File: src/rtl/eth_pad_pkg.sv
package eth_pad_pkg;

    typedef enum logic {
        PH_PASS = 1'b0,
        PH_PAD  = 1'b1
    } phase_e;

    // Tag sightings collected while a header streams past
    typedef struct packed {
        logic ctag_outer;   // 0x8100 at the first TPID slot
        logic any_outer;    // 0x8100 or 0x88A8 at the first TPID slot
        logic ctag_inner;   // 0x8100 at the second TPID slot
    } tag_flags_t;

    localparam logic [15:0] TPID_CTAG  = 16'h8100;
    localparam logic [15:0] TPID_STAG  = 16'h88A8;
    localparam int          OFF_TPID1  = 12;
    localparam int          OFF_TPID2  = 16;
    localparam int          HDR_PLAIN  = 14;
    localparam int          HDR_ONE    = 18;
    localparam int          HDR_TWO    = 22;

endpackage

File: src/rtl/eth_pad_classify.sv
module eth_pad_classify
    import eth_pad_pkg::*;
#(
    parameter int CNT_W         = 16,
    parameter int MIN_PAY_UNTAG = 46,
    parameter int MIN_PAY_ONE   = 42,
    parameter int MIN_PAY_TWO   = 38
) (
    input  logic              slot1_hit,
    input  logic [15:0]       slot1_val,
    input  logic              slot2_hit,
    input  logic [15:0]       slot2_val,
    input  tag_flags_t        flags_q,
    output tag_flags_t        flags_d,
    output logic [CNT_W-1:0]  req_len
);

    localparam logic [CNT_W-1:0] REQ_UNTAG = CNT_W'(HDR_PLAIN + MIN_PAY_UNTAG);
    localparam logic [CNT_W-1:0] REQ_ONE   = CNT_W'(HDR_ONE + MIN_PAY_ONE);
    localparam logic [CNT_W-1:0] REQ_TWO   = CNT_W'(HDR_TWO + MIN_PAY_TWO);

    always_comb begin
        flags_d            = flags_q;
        flags_d.ctag_outer = flags_q.ctag_outer | (slot1_hit && slot1_val == TPID_CTAG);
        flags_d.any_outer  = flags_q.any_outer
                           | (slot1_hit && (slot1_val == TPID_CTAG || slot1_val == TPID_STAG));
        flags_d.ctag_inner = flags_q.ctag_inner | (slot2_hit && slot2_val == TPID_CTAG);

        if (flags_d.any_outer && flags_d.ctag_inner) begin
            req_len = REQ_TWO;
        end else if (flags_d.ctag_outer) begin
            req_len = REQ_ONE;
        end else begin
            req_len = REQ_UNTAG;
        end
    end

endmodule

File: src/rtl/eth_pad_lanes.sv
module eth_pad_lanes #(
    parameter int BYTES = 8,
    parameter int CW    = 4
) (
    input  logic [8*BYTES-1:0] data_i,
    input  logic [BYTES-1:0]   keep_i,
    input  logic               pad,
    input  logic [CW-1:0]      span,
    output logic [8*BYTES-1:0] data_o,
    output logic [BYTES-1:0]   keep_o
);

    for (genvar l = 0; l < BYTES; l++) begin : g_lane
        // A padded beat covers lanes below span; lanes without input data become zero
        assign keep_o[l]         = pad ? (CW'(l) < span) : keep_i[l];
        assign data_o[8*l +: 8]  = (pad && !keep_i[l]) ? 8'h00 : data_i[8*l +: 8];
    end

endmodule

File: src/rtl/eth_tx_padder.sv
module eth_tx_padder
    import eth_pad_pkg::*;
#(
    parameter int DATA_W        = 64,
    parameter int CNT_W         = 16,
    parameter int MIN_PAY_UNTAG = 46,
    parameter int MIN_PAY_ONE   = 42,
    parameter int MIN_PAY_TWO   = 38
) (
    input  logic                clk,
    input  logic                rst_n,
    input  logic                cfg_pad_en,
    input  logic                cfg_crc_ins,
    output logic                cfg_err,
    input  logic [DATA_W-1:0]   s_tdata,
    input  logic [DATA_W/8-1:0] s_tkeep,
    input  logic                s_tvalid,
    input  logic                s_tlast,
    output logic                s_tready,
    output logic [DATA_W-1:0]   m_tdata,
    output logic [DATA_W/8-1:0] m_tkeep,
    output logic                m_tvalid,
    output logic                m_tlast,
    input  logic                m_tready
);

    localparam int BYTES = DATA_W / 8;
    localparam int CW    = $clog2(BYTES + 1);
    localparam int BW    = $clog2((OFF_TPID2 + 1) / BYTES + 2);
    localparam int S1_BEAT = OFF_TPID1 / BYTES;
    localparam int S1_LANE = OFF_TPID1 % BYTES;
    localparam int S2_BEAT = OFF_TPID2 / BYTES;
    localparam int S2_LANE = OFF_TPID2 % BYTES;
    localparam logic [CNT_W-1:0] CNT_MAX = '1;
    localparam logic [CNT_W-1:0] BYTES_C = CNT_W'(BYTES);
    localparam logic [BW-1:0]    BEAT_MAX = '1;

    typedef struct packed {
        phase_e              phase;
        logic                ovalid;
        logic [DATA_W-1:0]   odata;
        logic [BYTES-1:0]    okeep;
        logic                olast;
        logic                ozero;
        logic [CNT_W-1:0]    cnt;
        logic [BW-1:0]       beat;
        tag_flags_t          flags;
        logic                sof;
        logic                pad_act;
        logic [CNT_W-1:0]    left;
    } st_t;

    st_t st_q, st_d;

    logic [CW-1:0]      n_in;
    logic [CNT_W:0]     total;
    logic               slot1_hit, slot2_hit;
    logic [15:0]        slot1_val, slot2_val;
    tag_flags_t         flags_nx;
    logic [CNT_W-1:0]   req_len;
    logic               pad_eff;
    logic               is_short;
    logic [CNT_W-1:0]   rem;
    logic               fits;
    logic [CW-1:0]      span_in;
    logic               pad_fits;
    logic [CW-1:0]      span_pad;
    logic [DATA_W-1:0]  a_data, z_data;
    logic [BYTES-1:0]   a_keep, z_keep;
    logic               out_free;
    logic               acc;

    // ---------------- header slot extraction ----------------
    assign slot1_hit = (st_q.beat == BW'(S1_BEAT)) && s_tkeep[S1_LANE + 1];
    assign slot1_val = {s_tdata[8*S1_LANE +: 8], s_tdata[8*(S1_LANE + 1) +: 8]};
    assign slot2_hit = (st_q.beat == BW'(S2_BEAT)) && s_tkeep[S2_LANE + 1];
    assign slot2_val = {s_tdata[8*S2_LANE +: 8], s_tdata[8*(S2_LANE + 1) +: 8]};

    eth_pad_classify #(
        .CNT_W         (CNT_W),
        .MIN_PAY_UNTAG (MIN_PAY_UNTAG),
        .MIN_PAY_ONE   (MIN_PAY_ONE),
        .MIN_PAY_TWO   (MIN_PAY_TWO)
    ) u_cls (
        .slot1_hit (slot1_hit),
        .slot1_val (slot1_val),
        .slot2_hit (slot2_hit),
        .slot2_val (slot2_val),
        .flags_q   (st_q.flags),
        .flags_d   (flags_nx),
        .req_len   (req_len)
    );

    // ---------------- length arithmetic ----------------
    always_comb begin
        n_in = '0;
        for (int l = 0; l < BYTES; l++) begin
            n_in = n_in + CW'(s_tkeep[l]);
        end
    end

    assign total    = {1'b0, st_q.cnt} + (CNT_W + 1)'(n_in);
    assign cfg_err  = cfg_pad_en & ~cfg_crc_ins;
    assign pad_eff  = st_q.sof ? (cfg_pad_en & cfg_crc_ins) : st_q.pad_act;
    assign is_short = pad_eff && s_tlast && (total < {1'b0, req_len});
    assign rem      = req_len - st_q.cnt;
    assign fits     = rem <= BYTES_C;
    assign span_in  = fits ? rem[CW-1:0] : CW'(BYTES);
    assign pad_fits = st_q.left <= BYTES_C;
    assign span_pad = pad_fits ? st_q.left[CW-1:0] : CW'(BYTES);

    eth_pad_lanes #(.BYTES(BYTES), .CW(CW)) u_fill_last (
        .data_i (s_tdata),
        .keep_i (s_tkeep),
        .pad    (is_short),
        .span   (span_in),
        .data_o (a_data),
        .keep_o (a_keep)
    );

    eth_pad_lanes #(.BYTES(BYTES), .CW(CW)) u_fill_zero (
        .data_i ('0),
        .keep_i ('0),
        .pad    (1'b1),
        .span   (span_pad),
        .data_o (z_data),
        .keep_o (z_keep)
    );

    // ---------------- handshake ----------------
    assign out_free = !st_q.ovalid || m_tready;
    assign s_tready = (st_q.phase == PH_PASS) && out_free;
    assign acc      = s_tvalid && s_tready;

    // ---------------- next state ----------------
    always_comb begin
        st_d = st_q;
        if (st_q.ovalid && m_tready) begin
            st_d.ovalid = 1'b0;
        end

        if (acc) begin
            st_d.ovalid  = 1'b1;
            st_d.odata   = a_data;
            st_d.okeep   = a_keep;
            st_d.ozero   = 1'b0;
            st_d.olast   = is_short ? fits : s_tlast;
            st_d.pad_act = pad_eff;
            if (s_tlast) begin
                st_d.cnt   = '0;
                st_d.beat  = '0;
                st_d.flags = '0;
                st_d.sof   = 1'b1;
                if (is_short && !fits) begin
                    st_d.phase = PH_PAD;
                    st_d.left  = rem - BYTES_C;
                end
            end else begin
                st_d.cnt   = (total > {1'b0, CNT_MAX}) ? CNT_MAX : total[CNT_W-1:0];
                st_d.beat  = (st_q.beat == BEAT_MAX) ? st_q.beat : st_q.beat + 1'b1;
                st_d.flags = flags_nx;
                st_d.sof   = 1'b0;
            end
        end else if (st_q.phase == PH_PAD && out_free) begin
            st_d.ovalid = 1'b1;
            st_d.odata  = z_data;
            st_d.okeep  = z_keep;
            st_d.olast  = pad_fits;
            st_d.ozero  = 1'b1;
            st_d.left   = pad_fits ? '0 : st_q.left - BYTES_C;
            if (pad_fits) begin
                st_d.phase = PH_PASS;
            end
        end
    end

    always_ff @(posedge clk or negedge rst_n) begin
        if (!rst_n) begin
            st_q     <= '0;
            st_q.sof <= 1'b1;
        end else begin
            st_q <= st_d;
        end
    end

    assign m_tvalid = st_q.ovalid;
    assign m_tdata  = st_q.odata;
    assign m_tkeep  = st_q.okeep;
    assign m_tlast  = st_q.olast;

    // ---------------- assertions ----------------

    hold_stable_chk: assert property (@(posedge clk) disable iff (!rst_n)
        m_tvalid && !m_tready |=> m_tvalid && $stable(m_tdata) && $stable(m_tkeep) && $stable(m_tlast));


    pad_zero_chk: assert property (@(posedge clk) disable iff (!rst_n)
        m_tvalid && st_q.ozero |-> m_tdata == '0);


    keep_shape_chk: assert property (@(posedge clk) disable iff (!rst_n)
        m_tvalid |-> (m_tkeep != '0) && ((m_tkeep & (m_tkeep + 1'b1)) == '0));


    pad_entry_chk: assert property (@(posedge clk) disable iff (!rst_n)
        (st_q.phase == PH_PAD) && ($past(st_q.phase) == PH_PASS) |-> $past(s_tvalid && s_tlast));


    err_nopad_chk: assert property (@(posedge clk) disable iff (!rst_n)
        acc && s_tlast && st_q.sof && cfg_err |=> m_tvalid && m_tlast && (m_tkeep == $past(s_tkeep)));

endmodule

File: config.mk
export PLATFORM = sky130hd
export DESIGN_NAME = eth_tx_padder
export DESIGN_NICKNAME = d
export VERILOG_FILES = /design/src/rtl/eth_pad_pkg.sv /design/src/rtl/eth_pad_classify.sv /design/src/rtl/eth_pad_lanes.sv /design/src/rtl/eth_tx_padder.sv
export SDC_FILE = /design/constraint.sdc
export NUM_CORES = 1
export LEC_CHECK = 0
export BUFFER_PORTS_ARGS = -buffer_cell sky130_fd_sc_hd__buf_2
export CORE_MARGIN = 5
export CORE_UTILIZATION = 37
export CTS_BUF_LIST = sky130_fd_sc_hd__clkbuf_16
export CTS_CLUSTER_SIZE = 12
export DETAILED_ROUTE_END_ITERATION = 8
export PLACE_DENSITY = 0.57
export REMOVE_ABC_BUFFERS = 1
export SKIP_LAST_GASP = 1
export SLEW_MARGIN = 20
export SYNTH_ARGS = -nofsm -noshare
export SYNTH_HDL_FRONTEND = slang
export SYNTH_SLANG_ARGS = --single-unit
export TNS_END_PERCENT = 20
File: constraint.sdc
create_clock -name clk -period 6.2 [get_ports clk]
set_input_delay 0.62 -clock clk [delete_from_list [all_inputs] [get_ports clk]]
set_output_delay 0.62 -clock clk [all_outputs]
set_load 0.02 [all_outputs]
======== Word level (Yosys, flattened, before mapping) ========
Index checks and enable logic that the tools add are counted.
cells by class
  $add $sub $neg .......................... 12
  magnitude comparators ................... 20
  equal/unequal tests ..................... 9
  mux-type cells .......................... 34
  bitwise operators ....................... 7
  reduce and logical (&&, ||, !) cells .... 38
operator list
  operator                                                                            count
  76-bit 2-to-1 mux                                                                   2
  16-bit 2-to-1 mux                                                                   6
  8-bit 2-to-1 mux                                                                    8
  16-bit equality test (second input constant)                                        3
  16-bit by 4-bit less-or-equal comparator with 1-bit output (second input constant)  2
  3-bit by 4-bit < comparator with 1-bit output (first input constant)                8
  16-bit by 4-bit subtractor with 16-bit output (second input constant)               2
  22-bit 2-to-1 mux                                                                   1
  1-bit logical AND                                                                   20
  16-bit by 4-bit adder with 17-bit output                                            1
  17-bit by 16-bit > comparator with 1-bit output (second input constant)             1
  17-bit by 6-bit < comparator with 1-bit output (second input constant)              1
  4-bit by 1-bit adder with 4-bit output                                              4
  1-bit by 4-bit < comparator with 1-bit output (first input constant)                4
  2-bit by 4-bit < comparator with 1-bit output (first input constant)                4
  6-bit by 16-bit subtractor with 16-bit output (first input constant)                1
  1-bit 2-to-1 mux                                                                    14
  1-bit zero test                                                                     10
  4-bit 2-to-1 mux                                                                    2
  3-bit by 1-bit adder with 4-bit output                                              1
  2-bit equality test (second input constant)                                         2
  2-bit != test (second input constant)                                               2
  4-bit AND reduction                                                                 1
  2-bit nonzero test                                                                  2
  other kinds (13)                                                                    18
word-level totals
  flip-flop bits (word level) ............. 114

======== Depth between registers and ports, before layout ========
  depth in word-level cells ............... 14
  depth in mapped cells ................... 17
  mapped depth without buffers ............ 15

======== Hierarchy ========
Synthesis repeated with hierarchy kept, for this count alone.
second synthesis, totals
  cells, all modules ...................... 1167
  area total of the unflattened synthesis .. 9377.7 µm²
modules (own cells, without submodules)
  module            instances  cells each  area an instance (µm²)
  eth_tx_padder     1          937         7953.9
  eth_pad_lanes     2          97          581.8
  eth_pad_classify  1          36          260.2

======== Worst setup path after synthesis ========
OpenSTA, ideal clock, no wires.
  path kind ............................... input-to-reg
  start point ............................. in s_tkeep[0]
  end point ............................... reg st_q[10] (netlist name)
  library setup time ...................... 148 ps
  arrival ................................. 4687 ps
  slack ................................... 1365 ps
  stages .................................. 17
  path through ............................ fa_1 > inv_1 > fa_1 > fa_1 > fa_1 > inv_1 > fa_1 > a211oi_1 > nor4_1 > mux2_2 > nor3_2 > nand2_1 > nor4b_4 > and2_1 > buf_4 > buf_4 > o221ai_1
on the way
  longest elaborated chain between the ends .. 13
ends and longest elaborated chain
  element                                                    line                  source
  from (decl)                                                eth_tx_padder.sv:16   input logic [DATA_W/8-1:0] s_tkeep,
  1-bit by 1-bit adder with 2-bit output                     eth_tx_padder.sv:98   n_in = n_in + CW'(s_tkeep[l]);
  2-bit by 1-bit adder with 3-bit output                     eth_tx_padder.sv:98
  3-bit by 1-bit adder with 4-bit output                     eth_tx_padder.sv:98
  4-bit by 1-bit adder with 4-bit output (4 in a row)        eth_tx_padder.sv:98
  16-bit by 4-bit adder with 17-bit output                   eth_tx_padder.sv:102  assign total = {1'b0, st_q.cnt} + (CNT_W + 1)'(n_in);
  17-bit by 6-bit < comparator with 1-bit output             eth_tx_padder.sv:105  assign is_short = pad_eff && s_tlast && (total < {1'b0, req_len});
  1-bit logical AND                                          eth_tx_padder.sv:105
  1-bit logical AND                                          eth_tx_padder.sv:154  if (is_short && !fits) begin
  2-bit by 1-bit != test with 1-bit output (no source line)  --
  3-bit AND reduction (no source line)                       --
  to (signal assigned)                                       eth_tx_padder.sv:182  st_q <= st_d;
  to (decl)                                                  eth_tx_padder.sv:53   st_t st_q, st_d;
Every way passes these cells.
A chain may end at the register's enable or synchronous reset.

======== Worst setup path after layout ========
  start point ............................. in s_tkeep[0]
  end point ............................... reg st_q[5] (netlist name)
The elaborated chain is that of the path after synthesis.

==> results by group <==
Run status
  – Status: finished, final reports clean

Worst setup path
  – Crit path max fanout: 16
  – Critical path required time: 6.40 ns
  – Worst Path Arrival: 5.31 ns
  – Reg2Reg Launch Point: st_q[23]$_DFFE_PN0P_
  – Worst Setup SP: s_tkeep[0]
  – Worst Setup Start Kind: input pin
  – CP endpoint kind: flip-flop
  – CP Class: input pin to flip-flop
  – R2R Setup Slk: 1.36 ns

CTS
  – CTS tree: built
  – CTS resizes: 0
  – CTS hold repair buffers: 0
  – Clk_lat worst skew: 0.36 ns
  – Clock root buffer: clkbuf_16
  – Post-CTS Setup Inserts: 0
  – CTS buffer count: 9
  – Max Root-Sink Buffers: 2
  – Clk sinks: 109
  – Clock-pin slew on the worst setup and hold paths: 0.08 ns
  – Htree depth: 3

STA
  – Worst-Margin Slew: 0.966 ns
  – Skew final: 0.00700 ns
  – Unrepaired setup endpoints after global routing: false
  – Final min period: 5.11 ns
  – Max Clock Freq: 196 MHz
  – Slew Limit Fails: 0
  – Fin. Hold Viols: 0
  – # setup viols final: 0
  – Setup_tns: 0 ns
  – Fin crit share: 82.4%
  – Slew HR: 35.6%
  – Worst setup margin: 1.09 ns

Job
  – Maxcap violations: 0

Placed design
  – Place WS: 0.686 ns
  – Post-DP HPWL: 13200 um
  – GP Congestion: 0.903
  – Count of input and output buffers: 154

Power
  – Maximum vdd drop: 0.288 mV
  – Pwr/cell area: 437 nW/um^2
  – Leak pwr: 3.48 nW

Floorplanning
  – Die W: 144 um
  – Initial Util: 37.3%
  – Chip Height: 144 um
  – Core area: 17800 um^2
  – Top-level I/O count: 155
  – Row count: 49
  – Die area: 20800 um^2

Yosys
  – Top cells by count, synth: dfrtp_1 (108), buf_4 (76), a22o_1 (64)
  – Warnings, synthesis: 0
  – Post-synth top area cell: dfrtp_1
  – Sequential share of the synthesized area: 41.0%
  – Most common cell in the netlist: dfrtp_1
  – Synth unique cells: 72
  – Top cell type's share of synthesized area: 40.6%
  – Mapped Cells: 690
  – EDFF count, synth: 0
  – Async S/R FF share, synth: 100%
  – Ranking of synthesized cells by area: dfrtp_1 (41%), buf_4 (8.6%), a22o_1 (8.4%)
  – Synth Cell Area: 6660 um^2
  – FF+latch count, synth: 109
  – Main flop type after synthesis: dfrtp_1
  – Synthesized area per cell: 9.65 um^2

Global route
  – Largest net degree at the start of global routing: 73
  – First-pass GRT wire length: 28400 um
  – Initial antenna violation count: 0
  – Vias in the first global route: 5446
  – Overflow after GRT: 0
  – GR Util All Layers: 17.0%

Route
  – DR vias: 5554
  – Starting DRT DRC Count: 462
  – Total wire length: 18100 um
  – DRC: 0
  – DRT Pass-1 Iters: 5
  – Number of routed nets with antenna violations: 0
  – Vias/cell: 5.66
  – Wire per inst: 18.4 um

Finish
  – NumNets Final: 841
  – Layout cells sized above 1: 26.0%
  – Diode count: 0
  – Layout area overhead: 9.85%

Worst hold path
  – HP Class: input pin to asynchronous set/reset pin
[critical path: stages]
cell and delay [ns]:
buf_2 0.13, fa_1 0.54, inv_1 0.05, fa_1 0.49, fa_1 0.42, fa_1 0.39, inv_1 0.08, fa_1 0.26
a211oi_1 0.14, nor4_1 0.30, mux2_2 0.38, nor3_2 0.22, nand2_1 0.12, nor4b_4 0.35, and2_1 0.59, o221ai_1 0.22
[final cells by class]
type | instances | area, um^2
clock buffers | 9 | 225
clock inverters | 7 | 57.6
inverters | 23 | 86.3
repair buffers | 159 | 811
multi-input cells | 446 | 3120
fillers | 1758 | 10500
flip-flops and latches | 109 | 2730
well taps | 229 | 287
[registers in the layout (all words and copies together) (netlist names)]
register / count
m_tvalid: 1
m_tkeep: 8
st_q: 35
m_tdata: 64
m_tlast: 1
[through the flow]
step           hold WS (ns)  instance area (um^2)  instances  power (mW)  utilization [%]
2_1_floorplan         0.324                  5930        578        2.12                -
3_3_place_gp          0.475                  7030        966        2.62             39.4
3_5_place_dp          0.475                  7030        966        2.65             39.4
4_1_cts               0.302                  7310        982        3.22             41.0
5_1_grt               0.341                  7310        982        3.42             41.0
6_report              0.283                  7310        982        3.20             41.0
[kinds of logic after synthesis]
logic type                 Yosys count  synth area share (%)
muxes                                5                 0.789
and+or+nand+nor                    176                  14.2
xor gates and xnor gates            22                  3.01
DFF                                109                  41.0
buffers and inverters              135                  12.3
AOI/OAI and AO/OA                  229                  25.6
adders and majority gates           14                  3.19
[per-layer routing]
layer / routed length (um) / track usage, %
met2: 8740 / 27.2
met1: 8010 / 23.2
met4: 371 / 5.35
met5: 0 / 0
met3: 966 / 3.47
[cells in the final DEF (no fill, tap or decap), types with 5 or more instances in the layout]
| master | n |
|---|---|
| a211oi_1 | 8 |
| fa_1 | 5 |
| inv_1 | 23 |
| nor3_1 | 16 |
| o311ai_0 | 5 |
| buf_2 | 153 |
| a22o_1 | 64 |
| nand2b_1 | 6 |
| o211ai_1 | 5 |
| and2_1 | 9 |
| ha_1 | 9 |
| nor2_1 | 37 |
| nand2_1 | 43 |
| o22a_1 | 5 |
| nand3_1 | 11 |
| and3_1 | 10 |
| nor4_1 | 5 |
| clkbuf_16 | 9 |
| xnor2_1 | 13 |
| xor2_1 | 8 |
| a31oi_1 | 7 |
| dfrtp_1 | 108 |
| o221ai_1 | 8 |
| buf_4 | 6 |
| a22oi_1 | 5 |
| a221o_1 | 8 |
| nand4_1 | 7 |
| nor2b_1 | 5 |
| a32oi_1 | 5 |
| a21oi_1 | 34 |
| o21ai_0 | 34 |
| o21a_1 | 6 |
[power breakdown]
group	total (mW)	switching (mW)	internal, mW
Clock	0.565	0.286	0.280
Combinational	1.45	0.901	0.551
Sequential	1.18	0.206	0.975
Total	3.20	1.39	1.81
[final timing paths]
path,endpoint,cells past startpoint
worst max register to register,st_q[5]$_DFFE_PN0P_,14
min in group clk,m_tdata[5]$_DFFE_PN0P_,2
worst min register to register,m_tlast$_DFFE_PN0P_,1
worst min-delay path,m_tdata[24]$_DFFE_PN0P_,1
max in group asynchronous,m_tdata[39]$_DFFE_PN0P_,2
worst max-delay path,st_q[5]$_DFFE_PN0P_,16
(Power assumes the default switching activity.)
